## src/rtl/obj_stretch_pkg.sv

```systemverilog
package obj_stretch_pkg;
  localparam int unsigned SIZE_W = 2;
  localparam int unsigned MAX_WIDTH = 1 << ((1 << SIZE_W) - 1);
  localparam int unsigned CNT_W = $clog2(MAX_WIDTH + 1);

  typedef logic [SIZE_W-1:0] size_t;
  typedef logic [CNT_W-1:0]  cnt_t;

  function automatic cnt_t width_of(size_t code);
    return cnt_t'(1) << code;
  endfunction
endpackage

```

## src/rtl/obj_enable_regs.sv

```systemverilog
module obj_enable_regs #(
  parameter bit HAS_DELAY = 1'b1
) (
  input  logic clk_i,
  input  logic rst_ni,
  input  logic en_we_i,
  input  logic en_wdata_i,
  input  logic copy_i,
  input  logic dly_we_i,
  input  logic dly_wdata_i,
  output logic sel_bit_o
);
  logic live_q;

  always_ff @(posedge clk_i or negedge rst_ni) begin
    if (!rst_ni)      live_q <= 1'b0;
    else if (en_we_i) live_q <= en_wdata_i;
  end

  p_write_r2: assert property (@(posedge clk_i) disable iff (!rst_ni)
    en_we_i |=> live_q == $past(en_wdata_i));

  generate
    if (HAS_DELAY) begin : g_delay
      logic shadow_q, sel_q;
      always_ff @(posedge clk_i or negedge rst_ni) begin
        if (!rst_ni) begin
          shadow_q <= 1'b0;
          sel_q    <= 1'b0;
        end else begin
          if (copy_i)   shadow_q <= live_q;
          if (dly_we_i) sel_q    <= dly_wdata_i;
        end
      end
      assign sel_bit_o = sel_q ? shadow_q : live_q;

      p_copy_r6: assert property (@(posedge clk_i) disable iff (!rst_ni)
        copy_i |=> shadow_q == $past(live_q));
      p_sel_hold_r7: assert property (@(posedge clk_i) disable iff (!rst_ni)
        !dly_we_i |=> $stable(sel_q));
    end else begin : g_plain
      logic unused_w;
      assign unused_w  = copy_i ^ dly_we_i ^ dly_wdata_i;
      assign sel_bit_o = live_q;
    end
  endgenerate
endmodule

```

## src/rtl/obj_width_ctr.sv

```systemverilog
module obj_width_ctr
  import obj_stretch_pkg::*;
(
  input  logic  clk_i,
  input  logic  rst_ni,
  input  logic  start_i,
  input  size_t size_i,
  output logic  active_o
);
  cnt_t remain_q, remain_d;

  always_comb begin
    remain_d = remain_q;
    if (start_i)              remain_d = width_of(size_i);
    else if (remain_q != '0)  remain_d = remain_q - cnt_t'(1);
  end

  always_ff @(posedge clk_i or negedge rst_ni) begin
    if (!rst_ni) remain_q <= '0;
    else         remain_q <= remain_d;
  end

  assign active_o = (remain_q != '0);

  p_load_r5: assert property (@(posedge clk_i) disable iff (!rst_ni)
    start_i |=> remain_q == width_of($past(size_i)));
  p_count_r9: assert property (@(posedge clk_i) disable iff (!rst_ni)
    (!start_i && remain_q != '0) |=> remain_q == $past(remain_q) - cnt_t'(1));
  p_no_overflow_r3: assert property (@(posedge clk_i) disable iff (!rst_ni)
    remain_q <= cnt_t'(MAX_WIDTH));
endmodule

```

## src/rtl/obj_stretch.sv

```systemverilog
module obj_stretch
  import obj_stretch_pkg::*;
#(
  parameter bit HAS_DELAY = 1'b1
) (
  input  logic              clk_i,
  input  logic              rst_ni,
  input  logic              en_we_i,
  input  logic              en_wdata_i,
  input  logic              copy_i,
  input  logic              dly_we_i,
  input  logic              dly_wdata_i,
  input  logic [SIZE_W-1:0] size_i,
  input  logic              start_i,
  output logic              obj_o
);
  logic sel_bit_w, active_w;

  obj_enable_regs #(.HAS_DELAY(HAS_DELAY)) u_regs (
    .clk_i       (clk_i),
    .rst_ni      (rst_ni),
    .en_we_i     (en_we_i),
    .en_wdata_i  (en_wdata_i),
    .copy_i      (copy_i),
    .dly_we_i    (dly_we_i),
    .dly_wdata_i (dly_wdata_i),
    .sel_bit_o   (sel_bit_w)
  );

  obj_width_ctr u_ctr (
    .clk_i    (clk_i),
    .rst_ni   (rst_ni),
    .start_i  (start_i),
    .size_i   (size_i),
    .active_o (active_w)
  );

  assign obj_o = active_w & sel_bit_w;

  p_idle_low_r4: assert property (@(posedge clk_i) disable iff (!rst_ni)
    !active_w |-> !obj_o);
  p_start_opens_r3: assert property (@(posedge clk_i) disable iff (!rst_ni)
    start_i |=> active_w);
  p_reset_low_r1: assert property (@(posedge clk_i)
    !rst_ni |-> !obj_o);
endmodule

```

## config.mk

```make
export PLATFORM = sky130hd
export DESIGN_NAME = obj_stretch
export DESIGN_NICKNAME = d
export VERILOG_FILES = /design/src/rtl/obj_stretch_pkg.sv /design/src/rtl/obj_enable_regs.sv /design/src/rtl/obj_width_ctr.sv /design/src/rtl/obj_stretch.sv
export SDC_FILE = /design/constraint.sdc
export NUM_CORES = 1
export LEC_CHECK = 0
export BUFFER_PORTS_ARGS = -buffer_cell sky130_fd_sc_hd__buf_2
export CAP_MARGIN = 15
export CORE_AREA = 2 2 39 41
export DETAILED_ROUTE_END_ITERATION = 7
export DIE_AREA = 0 0 41 43
export GPL_ROUTABILITY_DRIVEN = 1
export MAX_ROUTING_LAYER = met4
export PLACE_DENSITY_LB_ADDON = 0.25
export SYNTH_ARGS = -nofsm -noshare
export SYNTH_HDL_FRONTEND = slang
export SYNTH_HIERARCHICAL = 1
export SYNTH_SLANG_ARGS = --single-unit
export TNS_END_PERCENT = 30
```

## constraint.sdc

```tcl
create_clock -name clk_i -period 2.3 [get_ports clk_i]
set_input_delay 0.46 -clock clk_i [delete_from_list [all_inputs] [get_ports clk_i]]
set_output_delay 0.46 -clock clk_i [all_outputs]
set_load 0.03 [all_outputs]
```

-- Word level (Yosys, flattened, before mapping)
Cells that the tools add are included.
- register bits after elaboration: 7
- input bits: 10
- output and inout bits: 1
- logic and storage cells: 12
- $add $sub $neg: 1
- shift operators: 1
- multiplexer cells: 3
- bitwise gates (word level): 1
- reductions and logical operators: 2
- operators with widths (operator ; number):
    $mux 4 ; 2
    $reduce_bool 4->1 ; 1
    $shl 1x2->4 const A ; 1
    $sub 4x1->4 const B ; 1
    $reduce_bool 2->1 ; 1
    $and 1x1->1 ; 1
    $mux 1 ; 1

-- Logic depth before layout (Yosys ltp)
Gate-level depths: netlist of run 1.
- depth after elaboration: 3
- depth in mapped cells: 5
- mapped depth without buffers: 5

-- Cells and area by module
The synthesis of run 1 kept the hierarchy.
- modules (own cells, without submodules) (module ; instances ; cells an instance ; area each (um^2) ; sequential area each (um^2)):
    obj_width_ctr ; 1 ; 26 ; 260.2 ; 100.1
    obj_enable_regs ; 1 ; 7 ; 131.4 ; 75.1
    obj_stretch ; 1 ; 1 ; 6.3 ; 0.0

-- Least setup slack after synthesis of run 1
No wires, ideal clock.
- kind: flip-flop to output port
- from: register u_ctr.remain_q[0]
- to: output obj_o
- arrival time: 1156 ps
- required time: 1840 ps
- slack: 684 ps
- cell stages (with the launch flop): 6
- path buffers: 0
- cells stage by stage: dfrtp_1 > inv_1 > ha_1 > nor3b_4 > inv_1 > and2_1
- word-level cells in the longest chain between the ends: 2
- RTL lines (element ; RTL line ; RTL):
    start, declared ; obj_width_ctr.sv:10 ; cnt_t remain_q, remain_d;
    start signal, assigned ; obj_width_ctr.sv:20 ; else remain_q <= remain_d;
    $reduce_bool 4->1 ; obj_width_ctr.sv:23 ; assign active_o = (remain_q != '0);
    net active_w ; obj_stretch.sv:17 ; logic sel_bit_w, active_w;
    $and 1x1->1 ; obj_stretch.sv:38 ; assign obj_o = active_w & sel_bit_w;
    end, declared ; obj_stretch.sv:15 ; output logic obj_o
The timed path passes the listed nets, and every way through them passes these cells.

-- Worst setup path in the final report of run 1
Ends and elaborated chain as after synthesis.

==> results of run 1 <==
final cells by class:
| class | count | area (um2) |
|---|---|---|
| Tap cell | 16 | 20.0 |
| Clock buffer | 4 | 26.3 |
| Sequential cell | 7 | 175 |
| Inverter | 3 | 11.3 |
| Timing Repair Buffer | 10 | 50.0 |
| Fill cell | 149 | 893 |
| Multi-Input combinational cell | 23 | 208 |
flip-flops by register name, summed over array words and instances (netlist names):
signal	count
u_regs/g_delay.sel_q	1
u_ctr/remain_q	4
u_regs/live_q	1
u_regs/g_delay.shadow_q	1
worst paths after layout:
path | slack (ns) | from | to | depth (start not counted)
setup / recovery | 0.27 | u_ctr/remain_q[0] | obj_o | 6
hold / removal | 0.04 | rst_ni | u_regs/g_delay.sel_q | 1
setup reg to reg | 0.78 | u_ctr/remain_q[0] | u_ctr/remain_q[1] | 5
hold reg to reg | 0.51 | u_regs/g_delay.shadow_q | u_regs/g_delay.shadow_q | 1
max in group asynchronous | 2.12 | rst_ni | u_ctr/remain_q[0] | 1
min in group clk_i | 0.43 | en_wdata_i | u_regs/live_q | 2
metrics by stage:
stage | instance area, um2 | hold WS [ns]
2_1_floorplan | 398 | 0.164
3_3_place_gp | 464 | 0.296
3_5_place_dp | 464 | 0.294
4_1_cts | 490 | 0.0317
5_1_grt | 490 | 0.0240
6_report | 490 | 0.0370
cells in the mapped netlist:
cell type / count / area (um2)
xor2_1: 1 / 8.76
dfrtp_1: 7 / 175
o31ai_1: 1 / 7.51
o21a_1: 1 / 7.51
mux2_4: 4 / 60.1
o21ai_1: 1 / 5.00
inv_1: 3 / 11.3
o22ai_1: 1 / 6.26
nand3_1: 1 / 5.00
xnor2_1: 2 / 17.5
mux2_1: 1 / 11.3
clkbuf_1: 1 / 3.75
nor3b_4: 1 / 18.8
nor3_1: 1 / 5.00
nand3b_1: 1 / 7.51
nand2_1: 2 / 7.51
ha_1: 2 / 25.0
and2_1: 1 / 6.26
o21ai_0: 1 / 5.00
nor2_1: 1 / 3.75
power by group through the flow:
stage          sequential (mW)  combinational (mW)  clock [mW]
2_1_floorplan            0.193               0.208           0
3_3_place_gp             0.201               0.256           0
3_5_place_dp             0.201               0.256           0
4_1_cts                  0.199               0.258       0.109
5_1_grt                  0.202               0.283       0.124
6_report                 0.198               0.250       0.103
layer usage:
metal  routed length [um]  vias up
met5                    0        -
met4                    0        0
met3                   17        0
met2                  296        6
met1                  261      126
li1                     -      141
kinds of logic after synthesis:
group                    Yosys count
flip-flops                         7
AO/OA/AOI/OAI                      5
adder cells (fa/ha/maj)            2
AND/OR/NAND/NOR                    8
multiplexers                       5
XOR/XNOR                           3
buffers and inverters              4
==> results.yml, run 1 <==
floorplan:
  die_area_um2: 1760
  chipHeight_um: 43
  rows: 14
  die_w_um: 41
  pin_count: 11
  initial_core_util: 0.288
  core-area_um2: 1380
clock_tree:
  clock-sinks: 7
  numCtsBuffers: 3
  cts_hold_buf: 0
  clock_latency_ns: 0.24
  cts-root-buf: "clkbuf_4"
  htreeDepth: 1
  post_cts_buffers: 0
  cts_resized: 0
  cts_tree: "built"
  cts_buffer_depth: 2
  clkTransAtPathRegs_ns: 0.05
synth:
  synth_top_family_by_area: "multiplexers"
  synth_xor_area_frac: 0.0660
  ys_warn_count: 6
  avgSynthCellArea_um2: 11.7
  synthMuxAreaShare: 0.179
  synth_fa_ha_area_frac: 0.0629
  yosys.cell_types.count: 20
  netlist_instances: 34
  synth_fp_nets: 46
  yosysSeqAreaShare: 0.440
  syn_area_um2: 398
  synth_seq_cells: 7
  synthSimpleGateAreaFrac: 0.135
  synth_compound_area_frac: 0.0786
drt:
  via_per_inst: 4.33
  post_drt_wl_per_cell_um: 9.13
  drc_errors: 0
  vias: 273
  drtPass1Iterations: 1
  final_antenna_net_count: 0
  initialDrtViolationCount: 0
  wl_um: 575
grt:
  grt_max_degree: 10
  grt-ovfl-total: 0
  grt_pass1_wl_um: 966
  use_met3: 0
  busiest_layer: "met2"
  met1_usage: 0.104
  grt_pass1_vias: 272
  met2_usage: 0.119
  globalRouteTotalUtil: 0.0844
  antenna_found_initial: 0
timing:
  hold_violations: 0
  setup_tns_ns: 0
  finClkSkew_ns: 0.000134
  fin_ws_ns: 0.273
  drv_slew: 0
  relSlewSlack: 0.813
  fmax_ghz: 0.493
  finalCriticalPeriod_ns: 2.03
  rsz0062_at_grt: "false"
  setup_viol: 0
  worst_pin_slew_ns: 0.281
  fin_crit_sh: 0.881
critical_path:
  crit_buf_inv: 3
  cp.arrival_ns: 1.57
  crit_chain: "inv_1 -> ha_1 -> nor3b_4 -> inv_1 -> and2_1 -> buf_2"
  cpMaxStageDelayCell: "dfrtp_1"
  cp.required_ns: 1.84
  path_max_fanout: 5
  end_kind: "primary output"
  slowest_delay_ns: 0.37
  cpMostUsedCell: "inv_1"
  crit_family: "simple AND/OR/NAND/NOR gates"
  cp-start-kind: "flip-flop"
  criticalPathCategory: "flip-flop to primary output"
power_and_ir_drop:
  combPwrFrac: 0.454
  total_power_mw: 0.552
  p_per_area_nw_per_um2: 1120
  swShare: 0.334
  intPower_mw: 0.367
  p_leak_nw: 0.235
  clkPwrFrac: 0.187
  power_switching_mw: 0.184
  ir_drop_v: 0.000431
  p_seq_frac: 0.359
place:
  io_buffers: 10
  dp.cells: 59
  pre_cts_ws_ns: 0.526
  gp_congestion: 0.780
final_layout:
  mostFrequentLayoutCells: "buf_2, dfrtp_1, mux2_4, clkbuf_4, inv_1"
  final_net_count: 60
  drive_gt1_frac: 0.383
  fin_util: 0.354
  stdcell_count: 63
  area_growth_pct: 23.3
  insertedDiodeCount: 0
  final_common_cell: "buf_2"
hold_path:
  min_path_type: "input pin to async pin"
flow_run:
  cap_violations: 0
run_status:
  status: "completed"
Power figures use the tool's default switching activity.
==> run 2, diff against run 1 <==
- CTS_CLUSTER_SIZE: not set -> 28
- RECOVER_POWER: not set -> 50
==> run 2 against run 1 <==
Hold slack gained 0.054 ns; final area shrank 0.26%; sequential cell count is the same; critical path depth is the same; worst setup slack is the same; via count is the same; die area is the same; count of clock-buffer cells in the layout is the same; clock power is essentially flat; sequential share of layout area grew 0.091 points; power is essentially flat.
==> results.yml, run 2 (same netlist as run 1, synthesis figures left out) <==
critical_path:
  cpMaxStageDelayCell: "dfrtp_1"
  crit_chain: "inv_1 -> ha_1 -> nor3b_4 -> inv_1 -> and2_1 -> buf_2"
  r2r_start: "u_ctr/remain_q[0]"
  cp-start-kind: "flip-flop"
  end_kind: "primary output"
  slowest_delay_ns: 0.37
  criticalPathCategory: "flip-flop to primary output"
  crit_start: "u_ctr/remain_q[0]"
  cp.arrival_ns: 1.57
  path_max_fanout: 5
  crit_buf_inv: 3
  crit_family: "simple AND/OR/NAND/NOR gates"
  cp.required_ns: 1.84
  cpMostUsedCell: "inv_1"
final_layout:
  insertedDiodeCount: 0
  final_common_cell: "buf_2"
  final_net_count: 60
  largest_reg_flops: 4
  top_register: "u_ctr/remain_q"
  mostFrequentLayoutCells: "buf_2, dfrtp_1, mux2_4, clkbuf_4, inv_1"
  fin_area_um2: 489
  drive_gt1_frac: 0.362
  area_growth_pct: 23.0
  fillCellCount: 150
run_status:
  status: "completed"
drt:
  post_drt_wl_per_cell_um: 9.11
  via_per_inst: 4.33
  wl_um: 574
  final_antenna_net_count: 0
  drc_errors: 0
  initialDrtViolationCount: 0
  vias: 273
  drtPass1Iterations: 1
floorplan:
  rows: 14
  die_area_um2: 1760
  pin_count: 11
  core-area_um2: 1380
  initial_core_util: 0.288
  chipHeight_um: 43
  die_w_um: 41
clock_tree:
  cts_resized: 0
  clock_latency_ns: 0.24
  numCtsBuffers: 3
  clkTransAtPathRegs_ns: 0.05
  clock-sinks: 7
  cts_tree: "built"
  post_cts_buffers: 0
  cts_buffer_depth: 2
  cts_hold_buf: 0
  cts-root-buf: "clkbuf_4"
  htreeDepth: 1
timing:
  finalCriticalPeriod_ns: 2.03
  relSlewSlack: 0.774
  fmax_ghz: 0.493
  worst_pin_slew_ns: 0.339
  fin_crit_sh: 0.881
  finClkSkew_ns: 0.000134
  hold_violations: 0
  hold-worst-slack_ns: 0.0908
  drv_slew: 0
  setup_viol: 0
  setup_tns_ns: 0
  rsz0062_at_grt: "false"
place:
  io_buffers: 10
  dpl_cell_area_um2: 464
  gp_congestion: 0.780
power_and_ir_drop:
  p_per_area_nw_per_um2: 1130
  ir_drop_v: 0.000431
  p_leak_nw: 0.232
  total_power_mw: 0.551
grt:
  grt-ovfl-total: 0
  grt_pass1_vias: 272
  antenna_found_initial: 0
  grt_pass1_wl_um: 966
  grt_max_degree: 10
  globalRouteTotalUtil: 0.0844
hold_path:
  min_path_type: "input pin to async pin"
flow_run:
  cap_violations: 0
[run 2: layout make-up]
type                       instances  area (um2)  area share
multi-input combinational         23         208       0.425
sequential                         7         175       0.358
timing repair buffer              10        48.8      0.0997
clock buffer                       4        26.3      0.0537
tap                               16        20.0      0.0409
inverter                           3        11.3      0.0230
[run 2: path summary, 6_finish.rpt]
kind,to,slack [ns],depth (start not counted)
worst max-delay path,obj_o,0.27,6
worst min-delay path,u_regs/g_delay.sel_q,0.09,1
worst min register to register,u_regs/g_delay.shadow_q,0.51,1
worst max register to register,u_ctr/remain_q[1],0.78,5
min in group clk_i,u_regs/live_q,0.43,2
max in group asynchronous,u_ctr/remain_q[0],1.96,1
[run 2: where the power goes]
group          switching (mW)  internal (mW)
Combinational           0.112          0.138
Sequential             0.0349          0.163
Clock                  0.0374         0.0657
Total                   0.184          0.367
[run 2: metal layers]
metal	share of wire	track usage	wire length, um	vias up
met4	0	0.0800	0	0
met5	0	-	0	-
met3	0.030	0	17	0
li1	-	-	-	141
met1	0.45	0.104	260	126
met2	0.52	0.119	296	6
[run 2: through the flow]
step,utilization,setup WS [ns],cells
2_1_floorplan,-,0.684,34
3_3_place_gp,0.335,0.533,59
3_5_place_dp,0.335,0.526,59
4_1_cts,0.354,0.246,63
5_1_grt,0.354,0.153,63
6_report,0.354,0.273,63
